**src/rtl/tmr_evt_pkg.sv**
```systemverilog
package tmr_evt_pkg;
  localparam int NCH = 3;

  typedef enum logic [1:0] {
    CM_FREE = 2'b00,
    CM_MOD  = 2'b01,
    CM_UPDN = 2'b10,
    CM_HALT = 2'b11
  } cnt_mode_e;
endpackage

```
**src/rtl/tmr_evt_route.sv**
```systemverilog
// Decides, per counting mode, which strobe sets each flag.
module tmr_evt_route
  import tmr_evt_pkg::*;
#(
  parameter int NCH     = tmr_evt_pkg::NCH,
  parameter int TURN_CH = 0
) (
  input  cnt_mode_e          mode,
  input  logic [NCH-1:0]     ch_capture,
  input  logic [NCH-1:0]     cmp_evt,
  input  logic [NCH-1:0]     cap_evt,
  input  logic               tc_evt,
  input  logic               zero_evt,
  output logic [NCH-1:0]     chan_evt,
  output logic [NCH-1:0]     ch_set,
  output logic               ovf_set
);
  for (genvar i = 0; i < NCH; i++) begin : g_ch
    assign chan_evt[i] = ch_capture[i] ? cap_evt[i] : cmp_evt[i];

    always_comb begin
      unique case (mode)
        CM_FREE, CM_MOD: ch_set[i] = chan_evt[i];
        CM_UPDN: begin
          if (i == TURN_CH && !ch_capture[i]) ch_set[i] = zero_evt;
          else                                ch_set[i] = chan_evt[i];
        end
        default:         ch_set[i] = 1'b0;
      endcase
    end
  end

  always_comb begin
    unique case (mode)
      CM_FREE, CM_MOD: ovf_set = tc_evt;
      CM_UPDN:         ovf_set = zero_evt;
      default:         ovf_set = 1'b0;
    endcase
  end
endmodule

```
**src/rtl/tmr_flag_bank.sv**
```systemverilog
// Sticky flags; a set at the same edge as a clear wins.
module tmr_flag_bank #(
  parameter int W = 1
) (
  input  logic         clk,
  input  logic         rst_n,
  input  logic [W-1:0] set,
  input  logic [W-1:0] clr,
  output logic [W-1:0] flag
);
  for (genvar i = 0; i < W; i++) begin : g_bit
    always_ff @(posedge clk or negedge rst_n) begin
      if (!rst_n)      flag[i] <= 1'b0;
      else if (set[i]) flag[i] <= 1'b1;
      else if (clr[i]) flag[i] <= 1'b0;
    end
  end
endmodule

```
**src/rtl/tmr_irq_dma.sv**
```systemverilog
// Registered interrupt combine and DMA pulse stage.
module tmr_irq_dma #(
  parameter int NCH = 3
) (
  input  logic           clk,
  input  logic           rst_n,
  input  logic [NCH-1:0] ch_flag,
  input  logic           ovf_flag,
  input  logic [NCH-1:0] mask,
  input  logic [NCH-1:0] chan_evt,
  output logic           cpu_irq,
  output logic [NCH-1:0] dma_trig
);
  logic irq_d;
  assign irq_d = (|(ch_flag & mask)) | ovf_flag;

  always_ff @(posedge clk or negedge rst_n) begin
    if (!rst_n) begin
      cpu_irq  <= 1'b0;
      dma_trig <= '0;
    end else begin
      cpu_irq  <= irq_d;
      dma_trig <= chan_evt;
    end
  end
endmodule

```
**src/rtl/tmr_evt_flags.sv**
```systemverilog
module tmr_evt_flags
  import tmr_evt_pkg::*;
#(
  parameter int NCH = tmr_evt_pkg::NCH
) (
  input  logic           clk,
  input  logic           rst_n,
  input  logic [1:0]     count_mode,
  input  logic [NCH-1:0] ch_capture,
  input  logic [NCH-1:0] cmp_evt,
  input  logic [NCH-1:0] cap_evt,
  input  logic           tc_evt,
  input  logic           zero_evt,
  input  logic [NCH-1:0] ch_clr,
  input  logic           ovf_clr,
  input  logic [NCH-1:0] ch_irq_mask,
  output logic [NCH-1:0] ch_flag,
  output logic           ovf_flag,
  output logic           cpu_irq,
  output logic [NCH-1:0] dma_trig
);
  logic [NCH-1:0] chan_evt, ch_set;
  logic           ovf_set;

  tmr_evt_route #(.NCH(NCH), .TURN_CH(0)) u_route (
    .mode(cnt_mode_e'(count_mode)), .ch_capture(ch_capture),
    .cmp_evt(cmp_evt), .cap_evt(cap_evt), .tc_evt(tc_evt),
    .zero_evt(zero_evt), .chan_evt(chan_evt), .ch_set(ch_set),
    .ovf_set(ovf_set)
  );

  tmr_flag_bank #(.W(NCH)) u_ch_flags (
    .clk(clk), .rst_n(rst_n), .set(ch_set), .clr(ch_clr), .flag(ch_flag)
  );

  tmr_flag_bank #(.W(1)) u_ovf_flag (
    .clk(clk), .rst_n(rst_n), .set(ovf_set), .clr(ovf_clr), .flag(ovf_flag)
  );

  tmr_irq_dma #(.NCH(NCH)) u_out (
    .clk(clk), .rst_n(rst_n), .ch_flag(ch_flag), .ovf_flag(ovf_flag),
    .mask(ch_irq_mask), .chan_evt(chan_evt), .cpu_irq(cpu_irq),
    .dma_trig(dma_trig)
  );
endmodule

```
**config.mk**
```make
export PLATFORM = sky130hd
export DESIGN_NAME = tmr_evt_flags
export DESIGN_NICKNAME = d
export VERILOG_FILES = /design/src/rtl/tmr_evt_pkg.sv /design/src/rtl/tmr_evt_route.sv /design/src/rtl/tmr_flag_bank.sv /design/src/rtl/tmr_irq_dma.sv /design/src/rtl/tmr_evt_flags.sv
export SDC_FILE = /design/constraint.sdc
export NUM_CORES = 1
export LEC_CHECK = 0
export ABC_AREA = 1
export BUFFER_PORTS_ARGS = -buffer_cell sky130_fd_sc_hd__buf_4
export CORE_AREA = 8 8 45 47
export DETAILED_ROUTE_END_ITERATION = 10
export DIE_AREA = 0 0 53 55
export MAX_ROUTING_LAYER = met4
export SYNTH_ARGS = -nofsm -noshare
export SYNTH_HDL_FRONTEND = slang
export SYNTH_SLANG_ARGS = --single-unit
export TNS_END_PERCENT = 5
```
**constraint.sdc**
```tcl
create_clock -name clk -period 1.8 [get_ports clk]
set_input_delay 0.18 -clock clk [delete_from_list [all_inputs] [get_ports clk]]
set_output_delay 0.18 -clock clk [all_outputs]
set_load 0.05 [all_outputs]
```
==> results.txt, run 1 <==
- Result of the run: finished, final reports clean
- CTS Sinks: 8
- Number of rows in the core area: 14
- The worst path uses 56.5% of the clock period.
- Cells traversed along the worst timing path: buf_4
- Number of endpoints failing setup at the final stage: 0
* Via count of the first global-routing pass: 397
* Number of storage elements in the synthesis netlist: 8
- The clock network accounts for 25.1% of the total power.
* Worst-case clock buffer depth: 2
- The synthesized netlist devotes 0% of its cell area to adder and majority cells.
- STA classifies the critical path endpoint as a primary output.
- After synthesis, the share of flip-flops with an asynchronous set or reset is 100%.
- Critical path type: flop to primary output
- Drt total wl: 1060 um
- For the worst-skew pair, the clock arrives at the later sink with an insertion delay of 0.24 ns.
- Dividing total power by cell area gives a power density of 793 nW/um2.
* Final routed DRC violation total: 0
* Number of nets in the layout: 102
* Worst Tran Pin Value: 0.161 ns
- Maximum cell stage delay along the critical path: 0.40 ns
* Hold crit path type: primary input to flop
* Number of warning messages in the yosys log: 0
- Global routing used 7.72% of the available tracks.
- The first global-routing pass estimated 1660 um of wire.
- Sequential cells were found to cover 54.4% of the synthesized design area.
- Largest family of logic cells by synthesized area: simple AND/OR/NAND/NOR gates
- DRC marker count from the first detailed-route iteration: 8
- Setup repair after global routing left no endpoint under its margin.
- For the worst setup path, the data required time is 1.62 ns.
- Origin of the critical flop-to-flop path: u_ch_flags.flag[0]
- N_diodes: 0
* Layout-stage area growth over the synthesis result: 73.5%
- Maximum number of pins on one net before global-route repair: 9
* Critical Path Start Type: flop
- The internal power of the cells totals 0.342 mW.
- Total via count in the routed design: 386
- Clock-pin slew was measured on the worst setup and hold paths at 0.05 ns.
- CP delay by family, top: flip-flops
- The congestion estimate from routability-driven global placement came to 0.732.
- For this run the aggregate overflow at the end of global routing stands at 0.
- Of the total synthesized cell area, the portion taken by XOR and XNOR cells is 0%.
- By instance count, the leading cell after synthesis is nand2_1.
* Relative slew margins: 89.2%
- Die span in x: 53 um
* Avg WL per Cell: 11.2 um
- Setup total negative slack on the finished layout was measured at 0 ns.
- Averaged over all synthesized cells, the footprint is 8.17 um2.
* Max-cap violation count: 0
* Mapped Cells: 45
- Post-synth top area share: 54.4%
* Fraction of synthesized area in multiplexers: 0%
* Via/cell ratio: 4.11
- Crit-path slowest cell: dfrtp_1
- Number of different library cells in the post-synthesis netlist: 10
* Cells resized by post-CTS repair: 0
* Count of antenna-violating nets left after detailed routing: 0
- The total count of max-transition violations in the final report came to 0.
- Number of hold violations in the final report: 0
- Share of total power consumed by net switching: 32.5%
- Fraction of layout cells with a size suffix above 1: 42.3%
- Maximum clock frequency: 0.983 GHz
- Worst hold margin: 0.148 ns
- Core Region: 1380 um2
- Leakage power: 0.354 nW
* Start point of the worst min-delay path: ovf_clr
- CTS built an H-tree with a depth of 1.
- After synthesis the cells add up to 368 um2.
- After legalization and detailed placement, the total HPWL measured 927 um.
- VDD sags by at most 347 uV.
* Clock skew after layout: 0.000277 ns
- Input and output buffers added on the ports amount to 29.
- In the post-synthesis netlist, the biggest area contributors are dfrtp_1 54%, nand2_1 15%, inv_1 9.2%.
- Dominant cell type by area after synthesis: dfrtp_1
* Sw Pwr: 0.164 mW
- Highest net fanout along the worst path: 3
- Root Buffer: clkbuf_4
* Area share of and/or/nand/nor cells after synthesis: 24.8%
* CTS tree: yes
- Synthesized-area fraction occupied by ao, oa, aoi and oai cells: 11.6%
- TritonCTS created 3 clock buffers.
* DR pass1 iterations: 2
* Worst setup path startpoint: u_ovf_flag.flag
- CP bufs+invs: 1
- From bottom edge to top edge, the die measures 55 um.
- Predominant post-synthesis flop cell: dfrtp_1
- Relative contribution of combinational cells to total power: 33.8%
* DIE AREA: 2920 um2
* Number of enable-type register cells in the synthesized netlist: 0
* Post-synth top cells: 15 x nand2_1, 9 x inv_1, 8 x dfrtp_1
* Proportion of power drawn by flip-flops and latches: 41.1%
- Initial core utilization: 26.6%
* Critical Path AT: 0.84 ns
- IO Pins: 30
* Initial antenna violation count: 0
* Post-layout min period: 1.02 ns
- Net count after synthesis: 67
==> per-layer routing <==
metal	part of all wire, %	wire [um]	up-vias	GRT usage (%)
met2	47	493	16	12.1
met4	1.8	19	0	5.17
met1	40	424	158	8.55
met5	0	0	-	-
li1	-	-	210	-
met3	11	118	2	1.87
==> cells in the final DEF, fill, tap and decap left out <==
| cell | count |
|---|---|
| dfrtp_1 | 8 |
| clkbuf_4 | 3 |
| inv_1 | 9 |
| nand3_1 | 3 |
| dlygate4sd3_1 | 1 |
| a21oi_1 | 1 |
| nand4_1 | 1 |
| buf_4 | 29 |
| o211ai_1 | 3 |
| nor2_1 | 2 |
| nand2_1 | 15 |
| nor2_2 | 1 |
| o21a_1 | 2 |
==> state kept, by name (all words and copies together), names as in the netlist <==
| name | count |
|---|---|
| u_out.cpu_irq | 1 |
| u_ch_flags.flag | 3 |
| u_ovf_flag.flag | 1 |
| u_out.dma_trig | 3 |
==> logic make-up after synthesis <==
family	Yosys count
compound gates	6
buf+inv	9
flops	8
simple gates	22
==> power groups by stage <==
stage | Clock, mW | Combinational, mW | Sequential, mW
final | 0.127 | 0.171 | 0.208
after global routing | 0.147 | 0.184 | 0.209
after CTS | 0.132 | 0.174 | 0.208
after detailed placement | 0 | 0.171 | 0.211
after global placement | 0 | 0.170 | 0.210
after floorplan | 0 | 0.0294 | 0.274
==> metrics by stage <==
step                cells  power [mW]  cell area (um2)  worst slack (ns)  utilization, %
floorplan              45       0.303              368             0.823               -
global placement       90       0.381              606              1.04            43.8
detailed placement     90       0.382              606              1.03            43.8
CTS                    94       0.513              638             0.780            46.1
global route           94       0.541              638             0.755            46.1
finish                 94       0.506              638             0.783            46.1
==> timing repair <==
action | 4_1_cts | 5_1_grt
hold buffers | 1 | 0
setup buffers | 0 | 0
hold endpoints to repair | 8 | 0
==> area by class of cell <==
cell class                 instances  area (um2)
sequential                         8         200
clock buffer                       3        22.5
inverter                           9        33.8
tap                               16        20.0
fill                             134         746
multi-input combinational         28         134
timing repair buffer              30         228
==> final timing paths <==
| path | endpoint | slack [ns] | depth (start not counted) |
|---|---|---|---|
| hold reg to reg | u_ch_flags.flag[1] | 0.51 | 2 |
| min in group asynchronous | u_ch_flags.flag[2] | 0.30 | 2 |
| setup / recovery | ovf_flag | 0.78 | 1 |
| hold / removal | u_ovf_flag.flag | 0.15 | 2 |
| setup reg to reg | u_ch_flags.flag[0] | 1.04 | 4 |
| max in group asynchronous | u_out.dma_trig[0] | 1.38 | 2 |
Note: power is estimated with default switching activity, not from simulation.
==> run 2: changes to the inputs <==
- clock period: 1.8 -> 1 ns (I/O delays scaled with it)
==> results.txt, run 2 (synthesis results as in run 1) <==
* Fraction of layout cells with a size suffix above 1: 42.3% (unchanged)
* Half-perimeter wire length of the detailed placement result: 944 um (was 927 um)
* Number of rows in the core area: 14 (unchanged)
* Count of antenna-violating nets left after detailed routing: 0 (unchanged)
- The logic depth of the worst setup path including buffers came to 1 (unchanged).
* Critical path type: flop to primary output (unchanged)
- The die extent in x came to 53 um (unchanged).
* Worst Tran Pin Value: 0.164 ns (was 0.161 ns)
* Final critical-path share of the clock period: 95.5%
* Core Region: 1380 um2 (unchanged)
* Critical Path AT: 0.85 ns (was 0.84 ns)
- Commonest cells after routing, fill and taps aside: 29 x buf_4, 15 x nand2_1, 9 x inv_1 (unchanged)
* Maximum number of pins on one net before global-route repair: 9 (unchanged)
- Gpl congestion: 0.739 (was 0.732)
- The clock tree root buffer cell was clkbuf_4 (unchanged).
* Setup tns final: 0 ns (unchanged)
- The count of input and output buffers was 29 (unchanged).
- The depth of the worst register-to-register path was 4 (unchanged).
- Unrepaired setup endpoints after global routing: false (unchanged)
- Largest regs: u_ch_flags.flag: 3 flops, u_out.dma_trig: 3 flops (unchanged)
- Hold crit path type: primary input to flop (unchanged)
- Final routed DRC violation total: 0 (unchanged)
- The highest fanout seen on the critical path was 3 (unchanged).
* Cells traversed along the worst timing path: buf_4 (unchanged)
- Maximum level of the CTS H-tree: 1 (unchanged)
* Avg WL per Cell: 12.2 um (was 11.2 um)
- Fill cells: 140 (was 134)
* CTS Sinks: 8 (unchanged)
* Post CTS Setup Buffer Count: 0 (unchanged)
- The number of stages on the worst hold path is 2 (unchanged).
- The kind of capture point of the worst setup path is a primary output (unchanged).
- Result of the run: finished, final reports clean (unchanged).
- Initial antenna violation count: 0 (unchanged)
* Number of nets in the layout: 102 (unchanged)
* Number of endpoints failing setup at the final stage: 0 (unchanged)
- The total instance count after detailed placement came to 90 (unchanged).
* Final-report max-slew violation count: 0 (unchanged)
- The clock buffer count from CTS was 3 (unchanged).
- Chip height: 55 um (unchanged)
* Critical Path Start Type: flop (unchanged)
- The relative area change from synthesis to final layout was 73.5% (unchanged).
* Setup Slack @ Placement: 0.247 ns (was 1.03 ns)
- Number of hold violations in the final report: 0 (unchanged)
- The worst setup skew after layout is 0.000360 ns (was 0.000277 ns).
- Crit-path slowest cell: dfrtp_1 (unchanged)
* Worst hold margin: 0.0500 ns (was 0.148 ns)
- The total leakage power is 0.354 nW (unchanged).
- Most common cell after layout, fill and taps aside: buf_4 (unchanged)
- The final design utilization came to 46.1% (unchanged).
- Cells resized by post-CTS repair: 0 (unchanged)
- The relative slew slack came to 89.0% (was 89.2%).
* Via count of the first global-routing pass: 406 (was 397)
- IO Pins: 30 (unchanged)
- DR pass1 iterations: 3 (was 2)
* Post-layout min period: 0.955 ns
- The final instance area was 638 um2 (unchanged).
- Final Worst Setup Slack: 0.0451 ns (was 0.783 ns)
* DRC marker count from the first detailed-route iteration: 3 (was 8)
* Overall power after layout: 0.933 mW (was 0.506 mW)
- Pwr/cell area: 1460 nW/um2 (was 793 nW/um2)
- CTS tree: yes (unchanged)
- The worst-skew pair later-pin latency came to 0.26 ns (was 0.24 ns).
* Maximum vdd ir drop: 565 uV (was 347 uV)
- The global routing usage summed across all routing layers was 9.31% (was 7.72%).
- Worst-case clock buffer depth: 2 (unchanged)
* Clock transition at the registers of the reported paths: 0.05 ns (about the same)
* Required time of the critical path: 0.90 ns (was 1.62 ns)
- The number of maximum-capacitance violations came to 0 (unchanged).
- Number of standard cells in the final layout excluding fillers: 94 (unchanged)
* Hold-fix buffers, CTS: 1 (unchanged)
- The antenna cell count came to 0 (unchanged).
- The die outline area is 2920 um2 (unchanged).
- CP bufs+invs: 1 (unchanged)
* Total via count in the routed design: 406 (was 386)
- Area post-placement: 606 um2 (unchanged)
- The initial core utilization is 26.6% (unchanged).
- The global-route wire length before repair was 1820 um (was 1660 um).
* Total grt overflow: 0 (unchanged)
- CP delay by family, top: flip-flops (unchanged)
- The area occupied by multi-input gates is 134 um2 (unchanged).
* Area used by sequential logic in the layout: 200 um2 (unchanged)
- The critical path's largest stage delay is 0.40 ns (about the same).
* Drt total wl: 1140 um (was 1060 um)
- Maximum clock frequency: 1.05 GHz
- Via/cell ratio: 4.32 (was 4.11)
[run 2: final timing paths]
| check | start | end | slack (ns) |
|---|---|---|---|
| min in group asynchronous | rst_n | u_ch_flags.flag[1] | 0.19 |
| worst min register to register | u_ch_flags.flag[2] | u_ch_flags.flag[2] | 0.51 |
| worst max register to register | u_ch_flags.flag[0] | u_ch_flags.flag[0] | 0.25 |
| max in group asynchronous | rst_n | u_out.dma_trig[2] | 0.68 |
| worst min-delay path | ovf_clr | u_ovf_flag.flag | 0.05 |
| worst max-delay path | u_ovf_flag.flag | ovf_flag | 0.05 |
[run 2: routing by layer]
layer / part of all wire (%) / vias up / global-route usage [%]
li1: - / 206 / -
met1: 37 / 176 / 8.39
met2: 46 / 19 / 14.1
met3: 13 / 5 / 4.55
met4: 3.8 / 0 / 9.05
met5: 0 / - / -
[run 2: report_power, final]
part           switching [mW]  internal [mW]  total, mW
logic                   0.186          0.123      0.308
clock network           0.112          0.137      0.250
registers              0.0189          0.356      0.375
total                   0.317          0.616      0.933
[run 2: worst reg2reg max path: stages (launching register included)]
cell and delay (ns):
dfrtp_1 0.38, inv_1 0.07, nor2_2 0.03, nor2_1 0.09, nand3_1 0.06
[run 2: layout make-up]
class                   count  share of cell area (%)
repair buffers             30                    35.7
flip-flops and latches      8                    31.4
inverters                   9                    5.29
multi-input cells          28                    21.0
clock buffers               3                    3.53
well taps                  16                    3.14
